==> config.mk <==
export PLATFORM = sky130hd
export DESIGN_NAME = frac_time_counter
export DESIGN_NICKNAME = d
export VERILOG_FILES = /design/src/rtl/ftc_pkg.sv /design/src/rtl/ftc_accum.sv /design/src/rtl/ftc_regctl.sv /design/src/rtl/frac_time_counter.sv
export SDC_FILE = /design/constraint.sdc
export NUM_CORES = 1
export LEC_CHECK = 0
export BUFFER_PORTS_ARGS = -buffer_cell sky130_fd_sc_hd__buf_2
export CORE_MARGIN = 5
export CORE_UTILIZATION = 40
export DETAILED_ROUTE_END_ITERATION = 7
export GPL_TIMING_DRIVEN = 0
export PLACE_DENSITY = 0.61
export SLEW_MARGIN = 20
export SYNTH_ARGS = -nofsm -noshare
export SYNTH_HDL_FRONTEND = slang
export SYNTH_SLANG_ARGS = --single-unit
==> constraint.sdc <==
create_clock -name clk -period 5.7 [get_ports clk]
set_input_delay 0.285 -clock clk [delete_from_list [all_inputs] [get_ports clk]]
set_output_delay 0.285 -clock clk [all_outputs]
set_load 0.005 [all_outputs]
==> src/rtl/ftc_pkg.sv <==
package ftc_pkg;
  localparam int TIME_W = 64;
  localparam int FRAC_W = 32;
  localparam int STEP_INT_W = TIME_W - FRAC_W;
  localparam int NUM_REGS = 4;

  typedef struct packed {
    logic              run;
    logic              loadNs;
    logic              loadFrac;
    logic [TIME_W-1:0] loadVal;
  } ctlStrobes_t;
endpackage

==> src/rtl/ftc_accum.sv <==
module ftc_accum
  import ftc_pkg::*;
(
  input  logic              clk,
  input  logic              rstN,
  input  ctlStrobes_t       strb,
  input  logic [TIME_W-1:0] stepVal,
  output logic [TIME_W-1:0] nsVal,
  output logic [FRAC_W-1:0] fracVal
);
  logic [TIME_W-1:0] nsReg;
  logic [FRAC_W-1:0] fracReg;
  logic [FRAC_W:0]   fracSum;
  logic [TIME_W-1:0] nsSum;
  logic [TIME_W-1:0] nsNext;
  logic [FRAC_W-1:0] fracNext;

  always_comb begin
    fracSum = {1'b0, fracReg} + {1'b0, stepVal[FRAC_W-1:0]};
    nsSum   = nsReg + {{FRAC_W{1'b0}}, stepVal[TIME_W-1:FRAC_W]}
                    + {{(TIME_W-1){1'b0}}, fracSum[FRAC_W]};
  end

  always_comb begin
    nsNext   = nsReg;
    fracNext = fracReg;
    if (strb.run) begin
      nsNext   = nsSum;
      fracNext = fracSum[FRAC_W-1:0];
    end
    if (strb.loadNs)   nsNext   = strb.loadVal;
    if (strb.loadFrac) fracNext = strb.loadVal[FRAC_W-1:0];
  end

  always_ff @(posedge clk or negedge rstN) begin
    if (!rstN) begin
      nsReg   <= '0;
      fracReg <= '0;
    end else begin
      nsReg   <= nsNext;
      fracReg <= fracNext;
    end
  end

  assign nsVal   = nsReg;
  assign fracVal = fracReg;

  assert_hold_when_off_R2: assert property (@(posedge clk) disable iff (!rstN)
    (!strb.run && !strb.loadNs && !strb.loadFrac) |=> ($stable(nsReg) && $stable(fracReg)));

  assert_step_or_carry_R3: assert property (@(posedge clk) disable iff (!rstN)
    (strb.run && !strb.loadNs && !strb.loadFrac) |=>
      (((nsReg - $past(nsReg)) == {{FRAC_W{1'b0}}, $past(stepVal[TIME_W-1:FRAC_W])}) ||
       ((nsReg - $past(nsReg)) == ({{FRAC_W{1'b0}}, $past(stepVal[TIME_W-1:FRAC_W])} + 64'd1))));

  assert_load_wins_R6: assert property (@(posedge clk) disable iff (!rstN)
    strb.loadNs |=> (nsReg == $past(strb.loadVal)));
endmodule

==> src/rtl/ftc_regctl.sv <==
module ftc_regctl
  import ftc_pkg::*;
#(
  parameter int ADDR_W = 12,
  parameter logic [ADDR_W-1:0] CTRL_OFFS = 12'hF00,
  parameter logic [ADDR_W-1:0] FRAC_OFFS = 12'hF08,
  parameter logic [ADDR_W-1:0] NS_OFFS   = 12'hF10,
  parameter logic [ADDR_W-1:0] STEP_OFFS = 12'hF18
)(
  input  logic              clk,
  input  logic              rstN,
  input  logic [ADDR_W-1:0] regAddr,
  input  logic              wrEn,
  input  logic [TIME_W-1:0] wrData,
  input  logic              rdEn,
  input  logic [TIME_W-1:0] nsVal,
  input  logic [FRAC_W-1:0] fracVal,
  output ctlStrobes_t       strb,
  output logic [TIME_W-1:0] stepVal,
  output logic [TIME_W-1:0] rdData
);
  localparam int IDX_CTRL = 0;
  localparam int IDX_FRAC = 1;
  localparam int IDX_NS   = 2;
  localparam int IDX_STEP = 3;
  localparam logic [NUM_REGS-1:0][ADDR_W-1:0] OFFS_TABLE =
    {STEP_OFFS, NS_OFFS, FRAC_OFFS, CTRL_OFFS};

  logic [NUM_REGS-1:0] hit;
  logic                enableBit;
  logic [TIME_W-1:0]   stepReg;
  logic [TIME_W-1:0]   rdMux;
  logic [TIME_W-1:0]   rdReg;

  for (genvar g = 0; g < NUM_REGS; g++) begin : gen_decode
    assign hit[g] = (regAddr == OFFS_TABLE[g]);
  end

  always_ff @(posedge clk or negedge rstN) begin
    if (!rstN) begin
      enableBit <= 1'b0;
      stepReg   <= '0;
    end else if (wrEn) begin
      if (hit[IDX_CTRL]) enableBit <= wrData[0];
      if (hit[IDX_STEP]) stepReg   <= wrData;
    end
  end

  always_comb begin
    strb.run      = enableBit;
    strb.loadNs   = wrEn && hit[IDX_NS];
    strb.loadFrac = wrEn && hit[IDX_FRAC];
    strb.loadVal  = wrData;
  end

  always_comb begin
    rdMux = '0;
    unique case (1'b1)
      hit[IDX_CTRL]: rdMux = {{(TIME_W-1){1'b0}}, enableBit};
      hit[IDX_FRAC]: rdMux = {{(TIME_W-FRAC_W){1'b0}}, fracVal};
      hit[IDX_NS]:   rdMux = nsVal;
      hit[IDX_STEP]: rdMux = stepReg;
      default:       rdMux = '0;
    endcase
  end

  always_ff @(posedge clk or negedge rstN) begin
    if (!rstN)     rdReg <= '0;
    else if (rdEn) rdReg <= rdMux;
  end

  assign stepVal = stepReg;
  assign rdData  = rdReg;

  assert_unmapped_write_ignored_R7: assert property (@(posedge clk) disable iff (!rstN)
    (wrEn && (hit == '0)) |=> ($stable(enableBit) && $stable(stepReg)));

  assert_read_data_holds_R8: assert property (@(posedge clk) disable iff (!rstN)
    !rdEn |=> $stable(rdData));

  assert_decode_exclusive_R7: assert property (@(posedge clk) disable iff (!rstN)
    $onehot0(hit));
endmodule

==> src/rtl/frac_time_counter.sv <==
module frac_time_counter
  import ftc_pkg::*;
#(
  parameter int ADDR_W = 12
)(
  input  logic              clk,
  input  logic              rstN,
  input  logic [ADDR_W-1:0] regAddr,
  input  logic              wrEn,
  input  logic [63:0]       wrData,
  input  logic              rdEn,
  output logic [63:0]       rdData,
  output logic [63:0]       timeNs
);
  ctlStrobes_t       strb;
  logic [TIME_W-1:0] stepVal;
  logic [TIME_W-1:0] nsVal;
  logic [FRAC_W-1:0] fracVal;

  ftc_regctl #(
    .ADDR_W(ADDR_W)
  ) ctl_i (
    .clk(clk), .rstN(rstN), .regAddr(regAddr), .wrEn(wrEn), .wrData(wrData),
    .rdEn(rdEn), .nsVal(nsVal), .fracVal(fracVal), .strb(strb),
    .stepVal(stepVal), .rdData(rdData)
  );

  ftc_accum acc_i (
    .clk(clk), .rstN(rstN), .strb(strb), .stepVal(stepVal),
    .nsVal(nsVal), .fracVal(fracVal)
  );

  assign timeNs = nsVal;
endmodule

==> impl_metrics.json <==
{
  "status": "finished, final reports clean",
  "power.leakage_nw": 7.74,
  "multiInputGateArea_sq_um": 7820,
  "num_vias": 12900,
  "setup_tns_ns": 0,
  "p_per_area_nw_per_um2": 216,
  "utilization_pct": 49.6,
  "yosysUniqueCellTypes": 75,
  "yosysWarnings": 0,
  "grt_antenna_before_repair": 3,
  "synth_seq_cells": 225,
  "cp_common_cell": "a21oi_1",
  "finalInstanceArea_sq_um": 17100,
  "nets": 1922,
  "grt_pass1_vias": 12700,
  "hold_violations": 0,
  "chipWidth_um": 197,
  "gr-total-overflow": 0,
  "dr.pass1.iters": 5,
  "worstMarginPinSlew_ns": 0.944,
  "layout_common_cells": "225 x dfrtp_1, 213 x buf_2, 115 x nand2_1, 108 x o21ai_0, 103 x a21oi_1",
  "post_dp_cell_area_sq_um": 15700,
  "cp_slowest_cell": "or4_1",
  "placedCellCount": 2154,
  "fillers": 3359,
  "synthCells": 1492,
  "drcViolationCount": 0,
  "irDropWorstVdd_uv": 215,
  "clk_pin_slew_worst_paths_ns": 0.06,
  "finalWeightedCongestion": 0.936,
  "slowest_delay_ns": 0.51,
  "crit_arrival_ns": 5.96,
  "clock_skew_ns": 0.0250,
  "crit_fanout": 7,
  "numCtsBuffers": 27,
  "fmax_ghz": 0.182,
  "area_growth_pct": 22.2,
  "relSlewSlack_pct": 37.1,
  "maxSlewViolCount": 0,
  "clockBufferDepth": 3,
  "avgViaCountPerCell": 5.74,
  "dieArea_sq_um": 38900,
  "period_minus_slack_ns": 5.49,
  "synth_area_sq_um": 14000,
  "cts-root-buf": "clkbuf_16",
  "hpwl_um": 38700,
  "startpoint_type": "flop",
  "clkLatencyLatePin_ns": 0.55,
  "synthArstFlopShare_pct": 100,
  "hp-class": "in2reg",
  "ys_seq_area_share_pct": 40.1,
  "regArea_sq_um": 5630,
  "required_ns": 6.17,
  "wl_um": 50700,
  "core_sq_um": 34500,
  "timing.hold.ws_ns": 0.0244,
  "grt_start_max_net_pins": 97,
  "die_h_um": 197,
  "grt_pass1_wl_um": 76900,
  "clock_sinks": 225,
  "drt_iter0_markers": 1062,
  "ys.flop_type": "dfrtp_1",
  "drv_cap": 0,
  "critical_path_class": "reg2reg",
  "htreeDepth": 1,
  "final_cells": 2248,
  "row_count": 68,
  "antennaDiodeCount": 0,
  "setup_viol_count_final": 0,
  "critPathTopFamily": "compound AO/OA/AOI/OAI gates",
  "path_cells": "ha_1 > nand4_1 > a21oi_2 > nand2_2 > a21oi_4 > a221oi_2 > o221ai_2 > a21oi_1 > o21bai_1 > a21oi_1 > fa_2 > fa_1 > nand2b_1 > a21o_1 > a21oi_1 > o211a_1 > o211ai_1 > buf_4 > o211ai_4 > nand3_4 > or4_1 > a31oi_1",
  "layout_commonest_cell": "dfrtp_1",
  "synth_edf_count": 0,
  "wl_per_cell_um": 22.6,
  "start_util_pct": 40.6,
  "grt_use_total_pct": 25.2,
  "portBuffers": 205,
  "fin_crit_sh_pct": 96.4,
  "syn_area_per_cell_sq_um": 9.40,
  "pin_count": 208,
  "antenna_left": 0,
  "synthesis.nets": 1638,
  "cts_tree": "built",
  "drive_gt1_share_pct": 23.1,
  "path_buf_inv": 1,
  "cp-end-kind": "flop"
}
==> metrics by stage <==
| step | setup WS [ns] | power (mW) |
|---|---|---|
| finish | 0.206 | 3.70 |
| CTS | 0.00167 | 3.73 |
| global placement | -0.782 | 1.95 |
| global route | -0.0631 | 3.82 |
| floorplan | 0.722 | 1.81 |
| detailed placement | -0.806 | 1.96 |
==> cells in the mapped netlist (all sizes together), types with 6 or more instances <==
| cell | n | share of area (%) |
|---|---|---|
| and2 | 7 | 0.31 |
| o21ai | 111 | 4.0 |
| o22ai | 33 | 1.5 |
| xnor2 | 43 | 2.7 |
| a22oi | 32 | 1.7 |
| nor3b | 14 | 0.75 |
| and4 | 9 | 0.58 |
| or3 | 7 | 0.32 |
| a31oi | 18 | 0.80 |
| or4 | 11 | 0.62 |
| nor4 | 8 | 0.36 |
| xor2 | 23 | 1.4 |
| nand3 | 73 | 2.6 |
| inv | 83 | 2.2 |
| buf | 29 | 1.2 |
| and3 | 16 | 0.71 |
| nand4 | 14 | 0.62 |
| ha | 63 | 5.6 |
| o21bai | 9 | 0.48 |
| nor2 | 68 | 1.8 |
| mux2i | 44 | 3.1 |
| o31ai | 8 | 0.43 |
| clkbuf | 58 | 1.6 |
| a21o | 37 | 2.0 |
| a21oi | 105 | 3.7 |
| dfrtp | 225 | 40 |
| mux2 | 100 | 8.1 |
| a22o | 31 | 1.9 |
| nand2b | 6 | 0.27 |
| nor3 | 17 | 0.64 |
| nand2 | 118 | 3.2 |
| nor2b | 11 | 0.49 |
| o211ai | 11 | 0.62 |
==> cell type report <==
class / count / area share (%)
well taps: 455 / 3.32
flip-flops and latches: 225 / 32.8
multi-input cells: 1097 / 45.6
inverters: 83 / 1.82
repair buffers: 255 / 9.11
clock inverters: 8 / 0.693
clock buffers: 38 / 4.42
plain buffers: 87 / 2.21
==> cell families (layout without fill, tap and decap cells) <==
family	Yosys count	count (layout)	share of synthesized area, %
compound gates	427	427	19.3
simple gates	393	393	14.1
flops	225	225	40.1
buf+inv	170	471	4.92
mux	145	145	11.4
fa+ha+maj	66	66	6.05
xor+xnor	66	66	4.12
==> per-layer routing <==
metal,GRT usage (%),wire [um],up-vias
met5,0,19,-
met4,6.78,1490,2
met3,5.70,4140,97
met2,40.0,23100,481
met1,35.0,22000,6312
li1,-,-,6005
==> state kept, by name, summed over array words and instances (netlist names) <==
signal / count
ctl_i.rdData: 64
ctl_i.enableBit: 1
acc_i.fracVal: 32
acc_i.nsVal: 64
ctl_i.stepVal: 64
==> report_power, final <==
part           switching (mW)  internal [mW]
clock network           0.689           1.05
logic                   0.190          0.132
registers              0.0242           1.61
total                   0.903           2.80
==> tightest hold or removal path: stages <==
cell	delay, ns
buf_2	0.12
nand2_1	0.05
o21ai_0	0.06
==> timing repair <==
| item | CTS | global route |
|---|---|---|
| pin swaps | 4 | 5 |
| endpoints found under the setup margin | 43 | 44 |
| cloned | 0 | 0 |
| endpoints found under the hold margin | 100 | 0 |
| setup buffers | 4 | 5 |
| hold buffers | 39 | 0 |
| gates resized for setup | 8 | 16 |
==> final timing paths <==
| check | cells past startpoint | endpoint | slack, ns | start |
|---|---|---|---|---|
| max | 22 | acc_i.nsVal[62] | 0.21 | ctl_i.stepVal[9] |
| min | 3 | acc_i.nsVal[5] | 0.02 | wrData[5] |
| max reg2reg | 22 | acc_i.nsVal[62] | 0.21 | ctl_i.stepVal[9] |
| min reg2reg | 2 | ctl_i.rdData[19] | 0.51 | ctl_i.rdData[19] |
| max in group asynchronous | 4 | ctl_i.rdData[35] | 4.26 | rstN |
| min in group asynchronous | 2 | ctl_i.rdData[42] | 0.22 | rstN |
(Power assumes the default switching activity.)
